**src/rtl/mesh_router_pkg.sv**
```systemverilog
// Shared port numbering for the mesh router.
// Assumes exactly five ports; the index order is fixed because the route
// logic and the U-turn check compare a direction with an input index.
package mesh_router_pkg;
    localparam int NPORT = 5;

    typedef enum logic [2:0] {
        DIR_LOCAL = 3'd0,
        DIR_NORTH = 3'd1,
        DIR_SOUTH = 3'd2,
        DIR_EAST  = 3'd3,
        DIR_WEST  = 3'd4
    } dir_e;
endpackage

```
**src/rtl/mesh_in_fifo.sv**
```systemverilog
// Per-input flit queue.
// Does: stores up to DEPTH flits in order and shows the oldest on dout.
// Assumes: DEPTH >= 2; push while full and pop while empty are ignored.
module mesh_in_fifo #(
    parameter int W     = 14,
    parameter int DEPTH = 4
) (
    input  logic         clk,
    input  logic         rst_n,
    input  logic         push,
    input  logic [W-1:0] din,
    input  logic         pop,
    output logic [W-1:0] dout,
    output logic         full,
    output logic         nonempty
);
    localparam int AW   = $clog2(DEPTH);
    localparam int CNTW = $clog2(DEPTH + 1);

    logic [W-1:0]    slots [DEPTH];
    logic [AW-1:0]   wr_ptr;
    logic [AW-1:0]   rd_ptr;
    logic [CNTW-1:0] fill;
    logic            do_push;
    logic            do_pop;

    function automatic logic [AW-1:0] bump(input logic [AW-1:0] p);
        return (p == AW'(DEPTH - 1)) ? '0 : p + 1'b1;
    endfunction

    assign full     = (fill == CNTW'(DEPTH));
    assign nonempty = (fill != '0);
    assign dout     = slots[rd_ptr];
    assign do_push  = push & ~full;
    assign do_pop   = pop & nonempty;

    // Write the incoming flit into the slot at the tail.
    always_ff @(posedge clk) begin
        if (do_push) slots[wr_ptr] <= din;
    end

    // Advance head/tail pointers and the fill level.
    always_ff @(posedge clk) begin
        if (!rst_n) begin
            wr_ptr <= '0;
            rd_ptr <= '0;
            fill   <= '0;
        end else begin
            if (do_push) wr_ptr <= bump(wr_ptr);
            if (do_pop)  rd_ptr <= bump(rd_ptr);
            case ({do_push, do_pop})
                2'b10:   fill <= fill + 1'b1;
                2'b01:   fill <= fill - 1'b1;
                default: fill <= fill;
            endcase
        end
    end

    // the fill level never exceeds the depth.
    a_r7_no_overflow: assert property (@(posedge clk) disable iff (!rst_n)
        fill <= CNTW'(DEPTH));

    // a head that is not removed stays put (blocking what follows).
    a_r6_head_holds: assert property (@(posedge clk) disable iff (!rst_n)
        (nonempty && !pop) |=> (nonempty && $stable(dout)));
endmodule

```
**src/rtl/mesh_route.sv**
```systemverilog
// Dimension-order route computation for one input.
// Does: picks the output from signed X then Y offsets to this node.
// Assumes: coordinates are unsigned; purely combinational.
module mesh_route
    import mesh_router_pkg::*;
#(
    parameter int COORD_W = 3
) (
    input  logic [COORD_W-1:0] here_x,
    input  logic [COORD_W-1:0] here_y,
    input  logic [COORD_W-1:0] dest_x,
    input  logic [COORD_W-1:0] dest_y,
    output dir_e               dir
);
    logic signed [COORD_W:0] off_x;
    logic signed [COORD_W:0] off_y;

    // Offsets one bit wider than the fields so the sign is never lost.
    assign off_x = {1'b0, dest_x} - {1'b0, here_x};
    assign off_y = {1'b0, dest_y} - {1'b0, here_y};

    // Correct X first, then Y, then deliver locally.
    always_comb begin
        if (off_x < 0)      dir = DIR_WEST;
        else if (off_x > 0) dir = DIR_EAST;
        else if (off_y < 0) dir = DIR_SOUTH;
        else if (off_y > 0) dir = DIR_NORTH;
        else                dir = DIR_LOCAL;
    end
endmodule

```
**src/rtl/mesh_rr_arb.sv**
```systemverilog
// Round-robin scheduler for one output.
// Does: grants the first requester at or after the priority pointer.
// Assumes: advance is high only in a cycle where the grant was consumed.
module mesh_rr_arb #(
    parameter int N = 5
) (
    input  logic              clk,
    input  logic              rst_n,
    input  logic [N-1:0]      req,
    input  logic              advance,
    output logic [N-1:0]      gnt,
    output logic [$clog2(N)-1:0] gnt_idx
);
    localparam int IW = $clog2(N);

    logic [IW-1:0] prio;

    // Scan from the priority pointer, wrapping, and take the first request.
    always_comb begin
        gnt     = '0;
        gnt_idx = '0;
        for (int k = N - 1; k >= 0; k--) begin
            int idx;
            idx = int'(prio) + k;
            if (idx >= N) idx = idx - N;
            if (req[idx]) begin
                gnt     = '0;
                gnt[idx] = 1'b1;
                gnt_idx = IW'(idx);
            end
        end
    end

    // Move priority just past the winner after a completed transfer.
    always_ff @(posedge clk) begin
        if (!rst_n) begin
            prio <= '0;
        end else if (advance && (|gnt)) begin
            prio <= (gnt_idx == IW'(N - 1)) ? '0 : gnt_idx + 1'b1;
        end
    end

    // at most one input granted per output per cycle.
    a_r5_single_grant: assert property (@(posedge clk) disable iff (!rst_n)
        $onehot0(gnt));

    // priority stays put unless a transfer completed.
    a_r5_prio_holds: assert property (@(posedge clk) disable iff (!rst_n)
        !(advance && (|gnt)) |=> $stable(prio));
endmodule

```
**src/rtl/mesh_router.sv**
```systemverilog
// Five-port input-queued mesh router, X-then-Y routing.
// Does: queues each input, routes its head, schedules each output
// round-robin, switches the winner through and drops U-turns.
// Assumes: single-flit packets; valid/ready on every edge, no credits.
module mesh_router
    import mesh_router_pkg::*;
#(
    parameter int COORD_W = 3,
    parameter int PAY_W   = 8,
    parameter int DEPTH   = 4,
    localparam int FLIT_W = PAY_W + 2 * COORD_W
) (
    input  logic                      clk,
    input  logic                      rst_n,
    input  logic [COORD_W-1:0]        node_x,
    input  logic [COORD_W-1:0]        node_y,
    input  logic [5*FLIT_W-1:0]       in_flit,
    input  logic [4:0]                in_valid,
    output logic [4:0]                in_ready,
    output logic [5*FLIT_W-1:0]       out_flit,
    output logic [4:0]                out_valid,
    input  logic [4:0]                out_ready,
    output logic [4:0]                uturn_drop
);
    localparam int IW = $clog2(NPORT);

    logic [FLIT_W-1:0] head      [NPORT];
    dir_e              head_dir  [NPORT];
    logic [NPORT-1:0]  head_vld;
    logic [NPORT-1:0]  q_full;
    logic [NPORT-1:0]  q_pop;
    logic [NPORT-1:0]  sent_from;
    logic [NPORT-1:0]  want      [NPORT];
    logic [NPORT-1:0]  gnt       [NPORT];
    logic [IW-1:0]     gnt_idx   [NPORT];

    for (genvar p = 0; p < NPORT; p++) begin : g_in
        mesh_in_fifo #(.W(FLIT_W), .DEPTH(DEPTH)) u_q (
            .clk      (clk),
            .rst_n    (rst_n),
            .push     (in_valid[p]),
            .din      (in_flit[p*FLIT_W +: FLIT_W]),
            .pop      (q_pop[p]),
            .dout     (head[p]),
            .full     (q_full[p]),
            .nonempty (head_vld[p])
        );

        mesh_route #(.COORD_W(COORD_W)) u_rt (
            .here_x (node_x),
            .here_y (node_y),
            .dest_x (head[p][COORD_W-1:0]),
            .dest_y (head[p][2*COORD_W-1:COORD_W]),
            .dir    (head_dir[p])
        );

        assign in_ready[p]   = ~q_full[p];
        assign uturn_drop[p] = head_vld[p] && (head_dir[p] == dir_e'(p));
        assign q_pop[p]      = uturn_drop[p] | sent_from[p];

        // a dropped U-turn head is never switched to an output.
        a_r8_drop_not_sent: assert property (@(posedge clk) disable iff (!rst_n)
            uturn_drop[p] |-> !sent_from[p]);
    end

    // Build each output's request vector from the routed heads.
    always_comb begin
        for (int o = 0; o < NPORT; o++) begin
            for (int i = 0; i < NPORT; i++) begin
                want[o][i] = head_vld[i] && (head_dir[i] == dir_e'(o)) && (o != i);
            end
        end
    end

    // Note which inputs complete a transfer this cycle.
    always_comb begin
        sent_from = '0;
        for (int o = 0; o < NPORT; o++) begin
            for (int i = 0; i < NPORT; i++) begin
                if (gnt[o][i] && out_ready[o]) sent_from[i] = 1'b1;
            end
        end
    end

    for (genvar o = 0; o < NPORT; o++) begin : g_out
        mesh_rr_arb #(.N(NPORT)) u_arb (
            .clk     (clk),
            .rst_n   (rst_n),
            .req     (want[o]),
            .advance (out_ready[o]),
            .gnt     (gnt[o]),
            .gnt_idx (gnt_idx[o])
        );

        assign out_valid[o]                 = |gnt[o];
        assign out_flit[o*FLIT_W +: FLIT_W] = head[gnt_idx[o]];
    end
endmodule

```
**config.mk**
```make
export PLATFORM = sky130hd
export DESIGN_NAME = mesh_router
export DESIGN_NICKNAME = d
export VERILOG_FILES = /design/src/rtl/mesh_router_pkg.sv /design/src/rtl/mesh_in_fifo.sv /design/src/rtl/mesh_route.sv /design/src/rtl/mesh_rr_arb.sv /design/src/rtl/mesh_router.sv
export SDC_FILE = /design/constraint.sdc
export NUM_CORES = 1
export LEC_CHECK = 0
export CAP_MARGIN = 20
export CELL_PAD_IN_SITES_DETAIL_PLACEMENT = 0
export CELL_PAD_IN_SITES_GLOBAL_PLACEMENT = 1
export CORE_MARGIN = 1
export CORE_UTILIZATION = 29
export CTS_BUF_LIST = sky130_fd_sc_hd__clkbuf_8
export DETAILED_ROUTE_END_ITERATION = 16
export PLACE_DENSITY_LB_ADDON = 0.1
export SYNTH_ARGS = -nofsm -noshare
export SYNTH_HDL_FRONTEND = slang
export SYNTH_SLANG_ARGS = --single-unit
```
**constraint.sdc**
```tcl
create_clock -name clk -period 13 [get_ports clk]
set_input_delay 2.6 -clock clk [delete_from_list [all_inputs] [get_ports clk]]
set_output_delay 2.6 -clock clk [all_outputs]
set_load 0.01 [all_outputs]
```
* Yosys cells after proc, flatten, opt, wreduce, memory -nomap -nowiden
Memories as Yosys holds them, arrays and structs flattened. A register that Yosys moved wholly into a read port is not among the register bits. Cells that the tools add are included.
Word-level totals: flip-flop bits (word level) 50, bits in latches 0, memory bits (writable) 280, bits in read-only memories 0, bits of input ports 88, output and inout bits 85, logic and storage cells 680, memories 5
Cells by class: add/subtract/negate cells 80, multiply operators 0, div/mod/pow operators 0, $lt $le $gt $ge 100, equality and inequality tests 50, shift operators 0, mux-type cells 300, bitwise gates (word level) 25, reduce and logical (&&, ||, !) cells 100
Memory list:
- g_in[0].u_q.slots | words 4, width 14, rd ports 1, clocked after memory_dff 1, write ports 1, RTL line mesh_in_fifo.sv:20 | logic [W-1:0] slots [DEPTH];
- g_in[1].u_q.slots | words 4, width 14, rd ports 1, clocked after memory_dff 1, write ports 1, RTL line mesh_in_fifo.sv:20
- g_in[2].u_q.slots | words 4, width 14, rd ports 1, clocked after memory_dff 1, write ports 1, RTL line mesh_in_fifo.sv:20
- g_in[3].u_q.slots | words 4, width 14, rd ports 1, clocked after memory_dff 1, write ports 1, RTL line mesh_in_fifo.sv:20
- g_in[4].u_q.slots | words 4, width 14, rd ports 1, clocked after memory_dff 1, write ports 1, RTL line mesh_in_fifo.sv:20
Operators with widths (number):
- 32-bit by 1-bit >= comparator with 1-bit output, second input constant | 25
- 32-bit by 5-bit less-than comparator with 1-bit output, second input constant | 25
- 32-bit two-way mux | 25
- 32-bit by 4-bit >= comparator with 1-bit output, second input constant | 20
- 32-bit by 4-bit subtractor with 32-bit output, second input constant | 20
- 14-bit binary-select mux with 3-bit select | 5
- 14-bit two-way mux | 10
- 3-bit two-way mux | 45
- 5-bit two-way mux | 25
- 1-bit two-way mux | 115
- 1-bit logical AND | 80
- 1-bit binary-select mux with 3-bit select | 25
- 1-bit demux with 3-bit select | 25
- 3-bit equality test, second input constant | 15
- 3-bit by 2-bit adder with 4-bit output, second input constant | 10
- 4-bit by 1-bit > comparator with 1-bit output, second input constant | 10
- 4-bit by 1-bit less-than comparator with 1-bit output, second input constant | 10
- 2-bit two-way mux | 20
- 3-bit by 3-bit subtractor with 4-bit output | 10
- 3-bit by 1-bit adder with 3-bit output, second input constant | 10
- 2-bit equality test, second input constant | 15
- 3-bit by 2-bit equality test with 1-bit output, second input constant | 10
- 3-bit one-hot mux with 2 select lines | 5
- 5-bit OR reduction | 5
- other kinds (16) | 90

* Logic depth before layout (Yosys ltp)
Gate-level depths: netlist of the first run.
word-level depth 26, mapped depth 26, mapped depth without buffers 23

* By module
From an unflattened synthesis of the first run, not the netlist that was laid out.
Unflattened totals: cells, all modules 2536, area, all modules 26495.4 µm²
By module, submodules not included:
- mesh_in_fifo | instances 5, cells each 129, area an instance 2543.7 µm², seq. area each 1861.8 µm²
- mesh_rr_arb (g_out[0].u_arb ...) | instances 4, cells each 249, area an instance 1751.7 µm², seq. area each 60.1 µm²
- mesh_router | instances 1, cells each 420, area an instance 3225.6 µm², seq. area each 0.0 µm²
- mesh_rr_arb (g_out[4].u_arb) | instances 1, cells each 325, area an instance 2337.2 µm², seq. area each 60.1 µm²
- mesh_route | instances 5, cells each 30, area an instance 241.5 µm², seq. area each 0.0 µm²

* Least setup slack after synthesis of the first run
OpenSTA, ideal clock, no wires.
path type in2out, start input port node_x[1], end output port out_flit[19], arrival 6.060 ns, required time 10.400 ns, slack 4.340 ns, stages 13, buffers on the path 1, path through inv_1 > fa_1 > nand2b_1 > a211o_1 > or3_4 > a221oi_1 > o21ai_0 > mux2_2 > a21oi_2 > buf_4 > mux2i_1 > a211oi_1 > a21o_1
On the way: cells in the longest elaborated chain, start to end 18, elaborated cells between the ends (all ways) 52, classes of those cells add/sub: 4; order compare: 8; eq/ne: 4; mux: 31; bitwise: 1; reduce/logical: 4
RTL lines:
- from (decl) | RTL line mesh_router.sv:15 | input logic [COORD_W-1:0] node_x,
- 3-bit by 3-bit subtractor with 4-bit output | RTL line mesh_route.sv:19 | assign off_x = {1'b0, dest_x} - {1'b0, here_x};
- 4-bit by 1-bit > comparator with 1-bit output | RTL line mesh_route.sv:25 | else if (off_x > 0) dir = DIR_EAST;
- 3-bit two-way mux | RTL line mesh_route.sv:25
- 3-bit two-way mux | RTL line mesh_route.sv:24 | if (off_x < 0) dir = DIR_WEST;
- 3-bit by 1-bit equality test with 1-bit output | RTL line mesh_router.sv:70 | want[o][i] = head_vld[i] && (head_dir[i] == dir_e'(o)) && (o != i);
- 1-bit logical AND | RTL line mesh_router.sv:70
- 1-bit binary-select mux with 3-bit select | RTL line mesh_rr_arb.sv:26 | if (req[idx]) begin
- 1-bit two-way mux (implied by the code) (2 in a row) | RTL line mesh_rr_arb.sv:26
- 3-bit two-way mux (4 in a row) | RTL line mesh_rr_arb.sv:26
- 3-bit two-way mux * | RTL line mesh_rr_arb.sv:26
- 3-bit inverter with 4-bit output (implied by the code) * | RTL line mesh_router.sv:96 | assign out_flit[o*FLIT_W +: FLIT_W] = head[gnt_idx[o]];
- 14-bit binary-select mux with 3-bit select * | RTL line mesh_router.sv:96
- 14-bit two-way mux (implied by the code) * (2 in a row) | RTL line mesh_router.sv:96
- to (decl) | RTL line mesh_router.sv:20 | output logic [5*FLIT_W-1:0] out_flit,
Mark *: on every way between the ends. The rest lies on a longest branch, timed or not. The select of a mux whose other input is x is not followed.

* Worst setup path in the final report of the first run
start input port node_x[1], end output port out_flit[28]
On the way: cells in the longest elaborated chain, start to end 18, elaborated cells between the ends (all ways) 52, classes of those cells add/sub: 4; order compare: 8; eq/ne: 4; mux: 31; bitwise: 1; reduce/logical: 4
RTL lines (RTL line):
- 3-bit by 3-bit subtractor with 4-bit output | mesh_route.sv:19
- 4-bit by 1-bit > comparator with 1-bit output | mesh_route.sv:25
- 3-bit two-way mux | mesh_route.sv:25
- 3-bit two-way mux | mesh_route.sv:24
- 3-bit by 2-bit equality test with 1-bit output | mesh_router.sv:70
- 1-bit logical AND | mesh_router.sv:70
- 1-bit binary-select mux with 3-bit select | mesh_rr_arb.sv:26
- 1-bit two-way mux (implied by the code) (2 in a row) | mesh_rr_arb.sv:26
- 3-bit two-way mux (4 in a row) | mesh_rr_arb.sv:26
- 3-bit two-way mux * | mesh_rr_arb.sv:26
- 3-bit inverter with 4-bit output (implied by the code) * | mesh_router.sv:96
- 14-bit binary-select mux with 3-bit select * | mesh_router.sv:96
- 14-bit two-way mux (implied by the code) * (2 in a row) | mesh_router.sv:96
Marks and branches as above.

==> metrics, run 1 <==
Setup crit end kind=output pin; Worst EP required=10.40 ns; hold_buf cts=0; yosys warns=0; Tcrit/Tclk final=87.6%; power per cell area=303 nW/um^2; number of synthesized flops with an enable pin=280; CTS H-tree lvls=2; die width=294 um; Final nets=2826; Num CTS Buffers=58; site row count=106; share of cells above drive strength 1=9.58%; Worst setup startpoint=node_x[1]; Initial Util=29.5%; Max-cap violations=0; Worst-Skew Late Latency=0.69 ns; DIE HEIGHT=294 um; core footprint=84100 sq um; GP Congestion=0.910; DIE AREA=86600 sq um; Initial DRT Pass Iterations=5; first-pass GRT wire length=139 mm; via count=20600; r2r worst-path depth=21; post-DP HPWL=73.1 mm; Remaining DRCs=0; initial antenna violation count=7; register area share after synthesis=38.8%; RSZ-0062 raised after global routing=no; actual slew at the worst max-slew pin=1.25 ns; Vias/cell=5.52; post-synthesis cell type count=103; Routed WL=94.8 mm; Async S/R FF share, synth=0%; drt wl/cell=25.4 um; vias in the first global route=20500; reg-to-reg setup timing slack=5.38 ns; dominant synthesized flop cell=edfxtp_1; Final ANT Viol Nets=0; min cycle time layout=11.39 ns; Leak=10.6 nW; Sink Count=340; CTS resizes=0; Pins Over Slew Limit=0; root buf cell=clkbuf_8; clk slew on worst S/H paths=0.06 ns; Setup-failing EPs final=0; Hold WS=0.495 ns; Area growth syn-to-layout=16.7%; Hold Path Class=flop to flop; Fillers=8604; status=complete, no violations; worst-case clock buffer depth=3; leading area contributor after synthesis=edfxtp_1; Yosys reg bits=340; Max IR drop VDD=293 uV; Cell Area, Synth=24800 sq um; CTS tree=built; total congestion overflow=0; top-area cell type share of the netlist area=33.9%; Initial DRC Count=1761; crit path DAT=8.79 ns; largest net degree at the start of global routing=42; path type of the worst setup path=primary input to output pin; Slew HR=16.7%; postcts setup bufs=0; Post-Synthesis Cells=2403; number of buffers added on ports=172; Fin. Hold Viols=0; I/O pins=173; synth top area cells=edfxtp_1 34%, ha_1 8.3%, mux4_2 6.2%; Layout Skew=0.0633 ns; CP endpoint=out_flit[28]; Reg2Reg Capture Point=g_in[0].u_q.fill[2]; Tot GR Track Use=21.7%; startpoint types=primary input; post-route setup TNS=0 ns; Post-Syn Area per Cell=10.3 sq um; maximum fanout along the worst path=17; Fmax=0.0878 GHz
==> layout make-up <==
class	instances	area [sq um]	area share, %
clock inverters	47	308	1.06
well taps	1134	1420	4.91
diodes	2	5.00	0.0173
multi-input cells	1821	14300	49.3
clock buffers	59	812	2.81
flip-flops and latches	340	9610	33.2
repair buffers	204	2020	6.99
inverters	128	480	1.66
==> registers in the layout, summed over array words and instances, names as in the netlist, named ones only <==
register and flops:
g_in.u_q.wr_ptr 10, g_out.u_arb.prio 15, g_in.u_q.rd_ptr 10, g_in.u_q.fill 15
g_in.u_q.slots 280
==> cells in the mapped netlist (all sizes together), types with 15 or more instances <==
cell type / n
dfxtp: 60
a211oi: 30
a31oi: 23
and3: 36
nor3b: 18
o2bb2ai: 15
and2: 22
clkbuf: 78
o221ai: 20
nand3: 68
or3: 26
a22oi: 28
nor3: 58
inv: 123
edfxtp: 280
a21o: 33
a21oi: 147
nand3b: 21
xnor2: 33
nand2b: 39
o211ai: 16
xor2: 21
mux2: 20
o21ai: 102
mux4: 68
buf: 37
o31ai: 16
nand4: 27
nand2: 190
o22ai: 16
nor2: 135
ha: 165
fa: 20
nor2b: 29
mux2i: 137
==> cell usage in the layout (no fill, tap or decap), drive strengths merged, types with 22 or more instances in the layout <==
master	instances
buf	32
nor2	135
and3	36
inv	147
clkdlybuf4s50	172
and2	22
o21ai	102
ha	165
edfxtp	280
nand4	27
nor3	58
a22oi	28
nor2b	29
or3	26
dfxtp	60
clkinv	22
nand2b	39
mux2i	137
a31oi	23
a21oi	147
nand2	190
xnor2	33
nand3	68
a211oi	30
mux4	68
clkbuf	59
a21o	33
==> logic make-up (layout without fill, tap and decap cells) <==
family          count (synthesis)  in the layout  share of synthesized area [%]
simple gates                  727            727                           15.1
compound gates                627            627                           17.7
buf+inv                       243            438                           3.88
other cells                     1              4                         0.0151
xor+xnor                       54             54                           1.91
flops                         340            340                           38.8
fa+ha+maj                     186            186                           9.99
mux                           225            225                           12.6
==> worst min-delay path by stage <==
stage                     depth (start not counted)  slack [ns]               endpoint                  start
after floorplan                                   2        0.45                   flop  g_in[1].u_q.rd_ptr[1]
after global placement                            2        0.47  g_in[1].u_q.rd_ptr[1]  g_in[1].u_q.rd_ptr[1]
after detailed placement                          2        0.48                   flop  g_in[0].u_q.rd_ptr[1]
after CTS                                         2        0.50                   flop  g_in[0].u_q.rd_ptr[1]
after global routing                              2        0.52  g_in[1].u_q.rd_ptr[1]  g_in[1].u_q.rd_ptr[1]
final                                             2        0.49                   flop  g_in[0].u_q.rd_ptr[1]
==> routing by layer <==
metal	up-vias	wire length, um	track usage [%]
li1	9570	-	-
met1	10200	42300	29.1
met2	714	44400	35.5
met3	134	5820	3.99
met4	8	2290	5.91
met5	-	47	0
==> where the power goes <==
part / internal (mW) / total, mW / switching, mW
combinational: 2.54 / 6.40 / 3.86
sequential: 1.32 / 1.43 / 0.104
clock: 0.471 / 0.940 / 0.468
==> critical path: stages <==
cell and delay [ns]:
clkdlybuf4s50_1 0.56, inv_1 0.31, fa_1 0.52, xnor2_1 0.38, nand3_1 0.25, nor3_1 0.55
a22o_1 0.30, nand2_1 0.21, o21ai_0 0.22, o221a_2 0.38, or2_1 0.80, a21oi_1 0.15
o21ai_0 0.83, clkdlybuf4s50_1 0.70
==> stage by stage <==
step,instances,cell area [sq um],power [mW],util [%],setup WS [ns]
CTS,3731,28900,8.75,34.3,1.81
global placement,3623,27700,7.72,32.9,1.85
floorplan,2404,24800,5.08,-,4.34
detailed placement,3625,27700,7.74,33.0,1.82
global route,3734,28900,9.32,34.4,1.29
finish,3735,28900,8.77,34.4,1.61
No activity file was read; power rests on OpenSTA's default activity.
==> inputs of run 2 (changes only) <==
Settings changed: SLEW_MARGIN from default to 20.
==> run 2 against run 1 <==
Compared with the run above: clock skew rose by 0.0049 ns; count of clock-buffer cells in the layout did not move; global-route usage fell by 0.17 points; sequential cell count did not move; via count fell by 0.62%; largest power group unchanged; final area fell by 0.16%; routed wire length fell by 0.59%; worst hold slack improved by 0.0043 ns; sequential power barely moved; fmax rose by 0.47%.
==> metrics, run 2 (synthesis gave the netlist of run 1 again) <==
Setup crit end kind=output pin; actual slew at the worst max-slew pin=1.10 ns (-0.150 ns); Routed WL=94.2 mm (-0.59%); share of cells above drive strength 1=9.47% (-0.11 points); Pins Over Slew Limit=0 (unchanged); Initial Util=29.5% (unchanged); Reg2Reg Capture Point=g_in[0].u_q.fill[2]; combinational fraction of design power=72.7% (-0.3 points); vias in the first global route=20400 (-0.52%); sequential group share of total power=16.5% (+0.2 points); Area growth syn-to-layout=16.5%; hold_buf cts=0 (unchanged); Max-cap violations=0 (unchanged); total congestion overflow=0 (unchanged); CTS resizes=0 (unchanged); post-DP HPWL=73.1 mm (about the same); Leak=10.5 nW (-0.65%); RSZ-0062 raised after global routing=no; DIE HEIGHT=294 um (unchanged); min cycle time layout=11.34 ns (-0.0536 ns); postcts setup bufs=0 (unchanged); Hold Path Class=flop to flop; number of buffers added on ports=172 (unchanged); Initial DRT Pass Iterations=6 (+1); Final ANT Viol Nets=0 (unchanged); power per cell area=301 nW/um^2 (-0.80%); Tcrit/Tclk final=87.2% (-0.41 points); maximum fanout along the worst path=17 (unchanged); DIE AREA=86600 sq um (unchanged); Sink Count=340 (unchanged); Remaining DRCs=0 (unchanged); post-route setup TNS=0 ns (unchanged); Worst EP required=10.40 ns (about the same); Max IR drop VDD=313 uV (+7.1%); Clk pwr share=10.8% (about the same); initial antenna violation count=8 (+1); Switching Fraction=50.4% (-0.13 points); Initial DRC Count=1578 (-10%); first-pass GRT wire length=138 mm (-0.25%); status=complete, no violations; GP Congestion=0.910 (unchanged); Slew HR=26.7% (+10 points); path type of the worst setup path=primary input to output pin; CTS H-tree lvls=2 (unchanged); worst-case clock buffer depth=3 (unchanged); reg-to-reg setup timing slack=5.51 ns (+0.13 ns); site row count=106 (unchanged); die width=294 um (unchanged); Largest Register=g_in.u_q.slots; most common cell after layout, fill and taps aside=edfxtp_1; Int Pwr=4.30 mW (-0.71%); Vias/cell=5.48 (-0.73%); Layout Skew=0.0681 ns (+0.00487 ns); Fmax=0.0882 GHz (+0.47%); Inst Count DP=3624 (-0.028%); core footprint=84100 sq um (unchanged); Setup-failing EPs final=0 (unchanged); crit path DAT=8.74 ns (-0.05 ns); largest net degree at the start of global routing=42 (unchanged); via count=20500 (-0.62%); Worst setup startpoint=node_x[1]; max reg flops=280 (unchanged); r2r worst-path depth=21 (unchanged); CP endpoint=out_flit[28]; biggest regs=g_in.u_q.slots (280), g_in.u_q.fill (15), g_out.u_arb.prio (15); most frequent cells in the layout=280 x edfxtp_1, 190 x nand2_1, 172 x clkdlybuf4s50_1; drt wl/cell=25.2 um (-0.70%); Num CTS Buffers=57 (-1.7%); CTS tree=built; Net Sw Power=4.38 mW (-1.2%); clk slew on worst S/H paths=0.05 ns (about the same); Tot GR Track Use=21.5% (-0.17 points); Fin. Hold Viols=0 (unchanged); startpoint types=primary input; Non-Filler Instances=3739 (+0.11%); Final nets=2822 (-0.14%); I/O pins=173 (unchanged); Worst-Skew Late Latency=0.68 ns (about the same); root buf cell=clkbuf_8
run 2: worst min-delay path by stage:
stage	slack (ns)	endpoint	cells after the start	startpoint
after global placement	0.47	g_in[1].u_q.rd_ptr[1]	2	g_in[1].u_q.rd_ptr[1]
after global routing	0.53	flop	2	g_in[1].u_q.rd_ptr[1]
after floorplan	0.45	flop	2	g_in[1].u_q.rd_ptr[1]
final	0.50	flop	2	g_in[3].u_q.rd_ptr[1]
after detailed placement	0.49	g_in[0].u_q.rd_ptr[1]	2	g_in[0].u_q.rd_ptr[1]
after CTS	0.50	flop	2	g_in[0].u_q.rd_ptr[1]
run 2: critical path: stages:
cell             delay (ns)
clkdlybuf4s50_1        0.48
inv_1                  0.50
fa_1                   0.49
nand2b_1               0.18
or3_1                  0.45
o41ai_1                0.52
o311ai_1               0.20
buf_4                  0.21
nor2_1                 0.56
or2_1                  0.85
a21oi_1                0.12
o21ai_0                0.85
clkdlybuf4s50_1        0.71
run 2: power groups by stage:
stage	Sequential [mW]	Combinational [mW]	Clock, mW
6_report	1.43	6.32	0.934
2_1_floorplan	1.39	3.68	0
3_5_place_dp	1.46	6.25	0
4_1_cts	1.44	6.31	0.968
3_3_place_gp	1.45	6.27	0
5_1_grt	1.45	6.78	1.01
run 2: final cells by class:
type	count	area (sq um)
Fill cell	8627	55200
Multi-Input combinational cell	1821	14300
Sequential cell	340	9610
Timing Repair Buffer	201	1950
Tap cell	1134	1420
Clock buffer	59	812
Inverter	128	480
Clock inverter	49	315
Antenna cell	7	17.5
run 2: per-layer routing:
metal / GRT usage [%] / routed length, um / vias up
met5: 0 / 53 / -
met4: 4.73 / 1720 / 8
met3: 3.45 / 5310 / 108
met2: 35.9 / 44600 / 618
met1: 29.1 / 42600 / 10200
li1: - / - / 9579
run 2: per-stage QoR:
stage / hold slack [ns] / power (mW) / area, sq um / setup slack (ns) / utilization [%]
5_1_grt: 0.527 / 9.25 / 28900 / 1.40 / 34.3
2_1_floorplan: 0.454 / 5.08 / 24800 / 4.34 / -
6_report: 0.499 / 8.68 / 28900 / 1.66 / 34.3
3_5_place_dp: 0.489 / 7.71 / 27700 / 1.87 / 33.0
3_3_place_gp: 0.473 / 7.72 / 27700 / 1.85 / 32.9
4_1_cts: 0.503 / 8.71 / 28800 / 1.83 / 34.3
